[src/rtl/bpsig_pkg.sv]
package bpsig_pkg;

  // Strobes from control to datapath
  typedef struct packed {
    logic runStep;   // design advances this cycle: capture and push signature
    logic scanStep;  // shift the debug chain by one bit
  } bpStrobe_t;

  // Fixed pseudo-random GF(2) hash mask
  function automatic logic maskBit(input int row, input int col);
    return (((row + 1) * (col + 1) + row) % 3) != 0;
  endfunction

endpackage

[src/rtl/bpsig_hash.sv]
module bpsig_hash
  import bpsig_pkg::*;
#(
  parameter int STATE_W = 16,
  parameter int SIG_W   = 4
) (
  input  logic [STATE_W-1:0] stateVec,
  output logic [SIG_W-1:0]   sigVec
);

  for (genvar gi = 0; gi < SIG_W; gi++) begin : gRow
    logic [STATE_W-1:0] rowMask;
    always_comb begin
      for (int j = 0; j < STATE_W; j++) rowMask[j] = maskBit(gi, j);
    end
    assign sigVec[gi] = ^(stateVec & rowMask);
  end

endmodule

[src/rtl/bpsig_ctrl.sv]
module bpsig_ctrl
  import bpsig_pkg::*;
(
  input  logic      clk,
  input  logic      rstN,
  input  logic      armReq,
  input  logic      scanEn,
  input  logic      eqNow,
  output bpStrobe_t strobe,
  output logic      runEn,
  output logic      hitFlag
);

  logic armedQ;
  logic haltQ;
  logic hitQ;

  assign runEn          = !haltQ && !scanEn;
  assign hitFlag        = hitQ;
  assign strobe.runStep  = runEn;
  assign strobe.scanStep = scanEn;

  always_ff @(posedge clk or negedge rstN) begin
    if (!rstN) begin
      armedQ <= 1'b0;
      haltQ  <= 1'b0;
      hitQ   <= 1'b0;
    end else if (!scanEn) begin
      if (armReq) begin
        armedQ <= 1'b1;
        haltQ  <= 1'b0;
        hitQ   <= 1'b0;
      end else if (!haltQ && armedQ && eqNow) begin
        armedQ <= 1'b0;
        haltQ  <= 1'b1;
        hitQ   <= 1'b1;
      end
    end
  end

  // armed full match halts from the next cycle and disarms
  a_r3_halt_on_match: assert property (@(posedge clk) disable iff (!rstN)
    (runEn && armedQ && eqNow && !armReq) |=> (!runEn && hitFlag && !armedQ));

  // an unarmed block never enters halt
  a_r2_no_halt_unarmed: assert property (@(posedge clk) disable iff (!rstN)
    (!armedQ && !armReq) |=> $stable(haltQ));

  // hit only drops through an accepted arm
  a_r9_sticky_hit: assert property (@(posedge clk) disable iff (!rstN)
    $fell(hitFlag) |-> ($past(armReq) && !$past(scanEn)));

  // scanning freezes the control state
  a_r10_scan_freezes_ctrl: assert property (@(posedge clk) disable iff (!rstN)
    scanEn |=> ($stable(armedQ) && $stable(haltQ) && $stable(hitQ)));

endmodule

[src/rtl/bpsig_datapath.sv]
module bpsig_datapath
  import bpsig_pkg::*;
#(
  parameter int STATE_W = 16,
  parameter int SIG_W   = 4,
  parameter int HIST_N  = 4
) (
  input  logic               clk,
  input  logic               rstN,
  input  bpStrobe_t          strobe,
  input  logic [STATE_W-1:0] stateIn,
  input  logic               scanIn,
  output logic               scanOut,
  output logic               eqNow
);

  localparam int HIST_W = SIG_W * HIST_N;

  logic [STATE_W-1:0] targetQ;
  logic [STATE_W-1:0] capQ;
  logic [HIST_W-1:0]  histQ;
  logic [HIST_W-1:0]  histPush;
  logic [SIG_W-1:0]   sigNow;

  bpsig_hash #(.STATE_W(STATE_W), .SIG_W(SIG_W)) u_hash (
    .stateVec (stateIn),
    .sigVec   (sigNow)
  );

  // newest signature enters at the top, oldest sits at bit 0
  if (HIST_N == 1) begin : gHistOne
    assign histPush = sigNow;
  end else begin : gHistMany
    assign histPush = {sigNow, histQ[HIST_W-1:SIG_W]};
  end

  assign eqNow   = (stateIn == targetQ);
  assign scanOut = histQ[0];

  always_ff @(posedge clk or negedge rstN) begin
    if (!rstN) begin
      targetQ <= '0;
      capQ    <= '0;
      histQ   <= '0;
    end else if (strobe.scanStep) begin
      targetQ <= {scanIn, targetQ[STATE_W-1:1]};
      capQ    <= {targetQ[0], capQ[STATE_W-1:1]};
      histQ   <= {capQ[0], histQ[HIST_W-1:1]};
    end else if (strobe.runStep) begin
      capQ  <= stateIn;
      histQ <= histPush;
    end
  end

  // a running edge captures the sampled state
  a_r6_capture: assert property (@(posedge clk) disable iff (!rstN)
    (strobe.runStep && !strobe.scanStep) |=> (capQ == $past(stateIn)));

  // the newest history slot holds the hash of the sampled state
  a_r5_newest_sig: assert property (@(posedge clk) disable iff (!rstN)
    (strobe.runStep && !strobe.scanStep) |=> (histQ[HIST_W-1 -: SIG_W] == $past(sigNow)));

  // halted and not scanning keeps every record
  a_r8_hold_when_idle: assert property (@(posedge clk) disable iff (!rstN)
    (!strobe.runStep && !strobe.scanStep) |=> ($stable(capQ) && $stable(histQ)));

  // the target changes only through the scan chain
  a_r7_target_scan_only: assert property (@(posedge clk) disable iff (!rstN)
    !strobe.scanStep |=> $stable(targetQ));

endmodule

[src/rtl/bpsig_top.sv]
module bpsig_top
  import bpsig_pkg::*;
#(
  parameter int STATE_W = 16,
  parameter int SIG_W   = 4,
  parameter int HIST_N  = 4
) (
  input  logic               clk,
  input  logic               rstN,
  input  logic [STATE_W-1:0] stateIn,
  input  logic               armReq,
  input  logic               scanEn,
  input  logic               scanIn,
  output logic               scanOut,
  output logic               runEn,
  output logic               hitFlag
);

  bpStrobe_t strobe;
  logic      eqNow;

  bpsig_ctrl u_ctrl (
    .clk     (clk),
    .rstN    (rstN),
    .armReq  (armReq),
    .scanEn  (scanEn),
    .eqNow   (eqNow),
    .strobe  (strobe),
    .runEn   (runEn),
    .hitFlag (hitFlag)
  );

  bpsig_datapath #(.STATE_W(STATE_W), .SIG_W(SIG_W), .HIST_N(HIST_N)) u_dp (
    .clk     (clk),
    .rstN    (rstN),
    .strobe  (strobe),
    .stateIn (stateIn),
    .scanIn  (scanIn),
    .scanOut (scanOut),
    .eqNow   (eqNow)
  );

endmodule

[config.mk]
export PLATFORM = sky130hd
export DESIGN_NAME = bpsig_top
export DESIGN_NICKNAME = d
export VERILOG_FILES = /design/src/rtl/bpsig_pkg.sv /design/src/rtl/bpsig_hash.sv /design/src/rtl/bpsig_ctrl.sv /design/src/rtl/bpsig_datapath.sv /design/src/rtl/bpsig_top.sv
export SDC_FILE = /design/constraint.sdc
export NUM_CORES = 1
export LEC_CHECK = 0
export BUFFER_PORTS_ARGS = -buffer_cell sky130_fd_sc_hd__buf_2
export CORE_ASPECT_RATIO = 0.8
export CORE_UTILIZATION = 59
export CTS_BUF_LIST = sky130_fd_sc_hd__clkbuf_2 sky130_fd_sc_hd__clkbuf_4 sky130_fd_sc_hd__clkbuf_8
export CTS_CLUSTER_SIZE = 10
export DETAILED_ROUTE_END_ITERATION = 12
export PLACE_DENSITY_LB_ADDON = 0.2
export SETUP_SLACK_MARGIN = 0.15
export SYNTH_ARGS = -nofsm -noshare
export SYNTH_HDL_FRONTEND = slang
export SYNTH_SLANG_ARGS = --single-unit
[constraint.sdc]
create_clock -name clk -period 1.76 [get_ports clk]
set_input_delay 0.352 -clock clk [delete_from_list [all_inputs] [get_ports clk]]
set_output_delay 0.352 -clock clk [all_outputs]
set_load 0.03 [all_outputs]
After elaboration in Yosys (flattened, before gate mapping)
Cells that the tools add are included.
Operators by class
  reduce and logical (&&, ||, !) cells: 11
  eq/ne operators: 1
  multiplexer cells: 8
  bitwise operators: 1
Operator list (count)
  two-way mux 16 bit: 4
  parity 16 bit: 3
  equality test 16 bit: 1
  two-way mux 1 bit: 4
  nonzero test 2 bit: 2
  logical AND 1 bit: 3
  logical NOT 1 bit: 2
  AND reduction 2 bit: 1
  inverter 1 bit: 1
Storage, ports and cells
  input bits: 21
  bits in registers: 50
  output and inout port bits: 3
  word-level logic and storage cells: 26

Depth between registers and ports, before layout
  word-level depth: 5
  depth in mapped cells: 5
  gate-level depth less buffers: 5

Cells and area by module
Synthesis repeated with hierarchy kept, for this count alone.
Unflattened totals
  cell total of the unflattened synthesis: 218
  area, all modules: 2655.0 sq um
By module, submodules not included
  bpsig_datapath: seq. area each 1201.2 sq um, instances 1, area each 2342.2 sq um, cells each 194
  bpsig_hash: seq. area each 0.0 sq um, instances 1, area each 205.2 sq um, cells each 14
  bpsig_ctrl: seq. area each 50.0 sq um, instances 1, area each 107.6 sq um, cells each 10

Worst setup path before layout
OpenSTA, ideal clock, no wires.
  path type: flip-flop to flip-flop
  start point: register u_ctrl.haltQ
  end point: register u_ctrl.armedQ
  data required time: 1.619 ns
  library setup time: 0.141 ns
  buffers on the path: 1
  slack: -0.171 ns
  arrival time: 1.790 ns
  cell stages (with the launch flop): 6
  period minus slack after synthesis: 1.931 ns
  cell sequence: dfrtp_1 > clkbuf_1 > nor2_1 > nand4_1 > nor4_1 > o22ai_1
On the way
  cells in the longest elaborated chain, start to end: 5
Ends and longest elaborated chain
  start: declaration: line bpsig_ctrl.sv:15  | logic haltQ;
  start signal: assignment: line bpsig_ctrl.sv:26  | haltQ <= 1'b0;
  start signal: assignment: line bpsig_ctrl.sv:31  | haltQ <= 1'b0;
  start signal: assignment: line bpsig_ctrl.sv:35  | haltQ <= 1'b1;
  logical NOT 1 bit: line bpsig_ctrl.sv:33  | end else if (!haltQ && armedQ && eqNow) begin
  logical AND 1 bit (2 in series): line bpsig_ctrl.sv:33
  nonzero test 2 bit (no line)
  AND reduction 2 bit (no line)
  end signal: assignment: line bpsig_ctrl.sv:25  | armedQ <= 1'b0;
  end signal: assignment: line bpsig_ctrl.sv:30  | armedQ <= 1'b1;
  end signal: assignment: line bpsig_ctrl.sv:34  | armedQ <= 1'b0;
  end: declaration: line bpsig_ctrl.sv:14  | logic armedQ;
Every way passes these cells.
A chain may end at the register's enable or synchronous reset.

Worst setup path after layout
  start point: register u_dp.targetQ[11]
  end point: register u_ctrl.armedQ
On the way
  cells in the longest elaborated chain, start to end: 4
Ends and longest elaborated chain
  start: declaration: line bpsig_datapath.sv:19  | logic [STATE_W-1:0] targetQ;
  start signal: assignment: line bpsig_datapath.sv:46  | targetQ <= {scanIn, targetQ[STATE_W-1:1]};
  equality test 16 bit: line bpsig_datapath.sv:37  | assign eqNow = (stateIn == targetQ);
  logical AND 1 bit: line bpsig_ctrl.sv:33
  nonzero test 2 bit (no line)
  AND reduction 2 bit (no line)
Every way passes these cells.

==> impl_metrics.yaml <==
critical_path:
  cp.arrival_ps: 1770
  crit_type: "reg2reg"
  max_stage_delay_ps: 400
  crit_slowest_cell: "dfrtp_1"
  cp-startpoint: "u_dp.targetQ[11]"
  crit_required_ps: 1940
  r2r-start: "u_dp.targetQ[11]"
  rr_endpoint: "u_ctrl.armedQ"
  worstSetupEndpoint: "u_ctrl.armedQ"
  start_kind: "flip-flop"
  timing.reg2reg.setup_slack_ps: 170
  end_kind: "flip-flop"
  worst-r2r-cell-count: 6
  crit_chain: "xor2_1, nor4_1, buf_4, nand4_1, nor4_2, o22ai_1"
  cp_max_fo: 2
die:
  ios: 24
  die_y_um: 59.9
  core_area_um2: 3900
  initial_core_util: 0.633
  die_w_um: 74.4
  die_area_um2: 4450
  rows: 20
sta:
  rsz0062_at_grt: "false"
  setup_viol: 0
  final-hold-violation-count: 0
  slew_viol_final: 0
  fin_crit_ps: 1590
  skew_ps: 7.52
  worst_pin_slew_ps: 396
  clock.fmax_mhz: 627
  maxSlewHeadroom: 0.734
  tns_ps: 0
  setup_slack_ps: 165
  min_period_over_period: 0.906
global_route:
  grt.overflow.total: 0
  grt_pass1_vias: 1600
  grt_pass1_wl_um: 7790
  grt_usage: 0.246
  grt_max_degree: 71
  antenna_found_initial: 0
detailed_routing:
  dr.pass1.iters: 4
  totalWireLength_um: 4810
  wl_per_cell_um: 15.7
  viasPerCell: 5.37
  drc_errors: 0
  drtIter0Drc: 141
  vias: 1644
  ant_nets: 0
synth:
  synthAdderAreaFrac: 0
  synth-xor-area-share: 0.125
  yosysTopAreaCell: "dfrtp_1"
  yosys_register_bits: 50
  synth.area.mux_share: 0.190
  synth_simple_gate_area_frac: 0.0785
  synth_top_area_share: 0.506
  synthDistinctLibCells: 23
  synth_compound_area_frac: 0.0749
  synth_top_family_by_area: "multiplexers"
  synth.top_cells.by_area: "dfrtp_1, mux2i_1, mux2_2"
  netlist_instances: 218
  synth_area_um2: 2470
  synth_seq_area_share: 0.506
  syn_area_per_cell_um2: 11.3
  yosys_warnings: 0
  syn-num-nets: 239
cts:
  cts_made_buffers: 5
  htree_levels: 2
  cts_buffer_depth: 2
  root_buffer: "clkbuf_8"
  holdBufCountCts: 0
  clock_sinks: 50
  cts_resized: 0
  cts_tree: "yes"
  clk_pin_slew_ps: 90
  clkLatencyLatePin_ps: 300
finish:
  fin_util: 0.729
  nFillCells: 285
  layoutNonFillerInstCount: 306
  multiInputGateArea_um2: 1180
  areaGrowthSynthToFinish_pct: 15.1
  seq_area_um2: 1250
  antenna_cells: 0
  drive_above_1_share: 0.263
  finalNetCount: 271
pwr:
  leakagePower_nw: 1.22
  irDropWorstVdd_uv: 677
  powerDensity_nw_per_um2: 1110
min_path:
  hold_class: "in2async"
placed_design:
  port_buffers: 23
  hpwl_um: 3490
  dp_cells: 297
  place_ws_ps: -70.3
  place_congestion: 0.797
run_status:
  outcome: "completed"
flow_run:
  maxCapViolations: 0
-- cells in the final DEF (no fill, tap or decap) --
master / count
and3b_1: 1
inv_1: 2
dfrtp_1: 49
buf_4: 14
clkinv_2: 1
o21ai_0: 29
buf_2: 23
buf_12: 1
nor2_4: 1
clkbuf_4: 1
or4_1: 1
nor4_1: 1
a21oi_1: 5
xnor3_1: 4
dfrtp_2: 1
xnor2_1: 18
nor2b_1: 2
xnor2_2: 1
nand4_1: 3
mux2_2: 16
xor2_1: 6
mux2i_1: 29
o22a_1: 1
clkbuf_8: 6
nand3_1: 3
o22ai_1: 1
nand2_1: 29
nand2b_1: 1
nor4_2: 1
-- repair_timing --
item	CTS	global route
setup buffers	1	0
setup endpoints to repair	2	2
pin swaps	5	2
-- kinds of logic (layout without fill, tap and decap cells) --
logic type                Yosys count  in the layout
DFF                                50             50
and+or+nand+nor                    43             43
muxes                              45             45
buffers and inverters              15             48
AOI/OAI and AO/OA                  36             36
xor gates and xnor gates           29             29
-- layout make-up --
type | count | area share
sequential | 50 | 0.440
multi-input combinational | 153 | 0.415
timing repair buffer | 38 | 0.0845
clock buffer | 7 | 0.0317
tap | 55 | 0.0242
inverter | 2 | 0.00264
clock inverter | 1 | 0.00176
-- how the worst min path moves through the flow --
stage / depth (start not counted) / from / endpoint / slack (ps)
floorplan: 0 / rstN / u_ctrl.armedQ / 60
global placement: 2 / rstN / u_dp.targetQ[5] / 350
detailed placement: 2 / rstN / u_dp.capQ[3] / 350
CTS: 2 / rstN / u_dp.capQ[15] / 30
global route: 2 / rstN / u_dp.targetQ[14] / 40
finish: 2 / rstN / u_dp.targetQ[1] / 30
-- Yosys cell counts (all sizes together) --
| cell | number |
|---|---|
| dfrtp | 50 |
| or4 | 1 |
| nor4 | 2 |
| clkbuf | 7 |
| o21ai | 29 |
| a21oi | 5 |
| nand4 | 3 |
| buf | 6 |
| xnor3 | 4 |
| inv | 2 |
| xor2 | 6 |
| nor2 | 1 |
| xnor2 | 19 |
| nand3 | 3 |
| o22ai | 1 |
| o22a | 1 |
| mux2 | 16 |
| nand2 | 29 |
| nor2b | 2 |
| mux2i | 29 |
| and3b | 1 |
| nand2b | 1 |
-- critical path: cells and delay by family, from the launching register on --
| kind | cells | cell delay, ps |
|---|---|---|
| AOI/OAI and AO/OA | 1 | 110 |
| DFF | 1 | 400 |
| xor gates and xnor gates | 1 | 150 |
| and+or+nand+nor | 3 | 640 |
| buffers and inverters | 1 | 170 |
-- stage by stage --
step                      instance area (um2)  power (mW)  hold WS [ps]
after CTS                                2840        3.17          29.2
after global placement                   2740        2.44           350
after floorplan                          2490        2.18          56.4
final                                    2840        3.15          26.4
after detailed placement                 2740        2.47           354
after global routing                     2840        3.32          42.3
-- state kept, by name, summed over array words and instances, names as in the netlist --
register,cells
u_dp.targetQ,16
u_dp.capQ,16
u_ctrl.haltQ,1
u_dp.histQ,16
u_ctrl.armedQ,1
-- metal layers --
layer	vias to the layer above	part of all wire	GRT usage
met3	6	0.031	0.0455
met1	790	0.52	0.378
met5	-	0	0
li1	817	-	-
met4	0	0.0089	0.0647
met2	31	0.44	0.361
-- where the power goes --
part	internal (mW)	total (mW)	leakage (nW)	switching (mW)
sequential	1.43	1.67	0.604	0.238
clock	0.333	0.694	0.0517	0.361
combinational	0.443	0.782	0.566	0.339
total	2.21	3.15	1.22	0.937
Power figures use the tool's default switching activity.
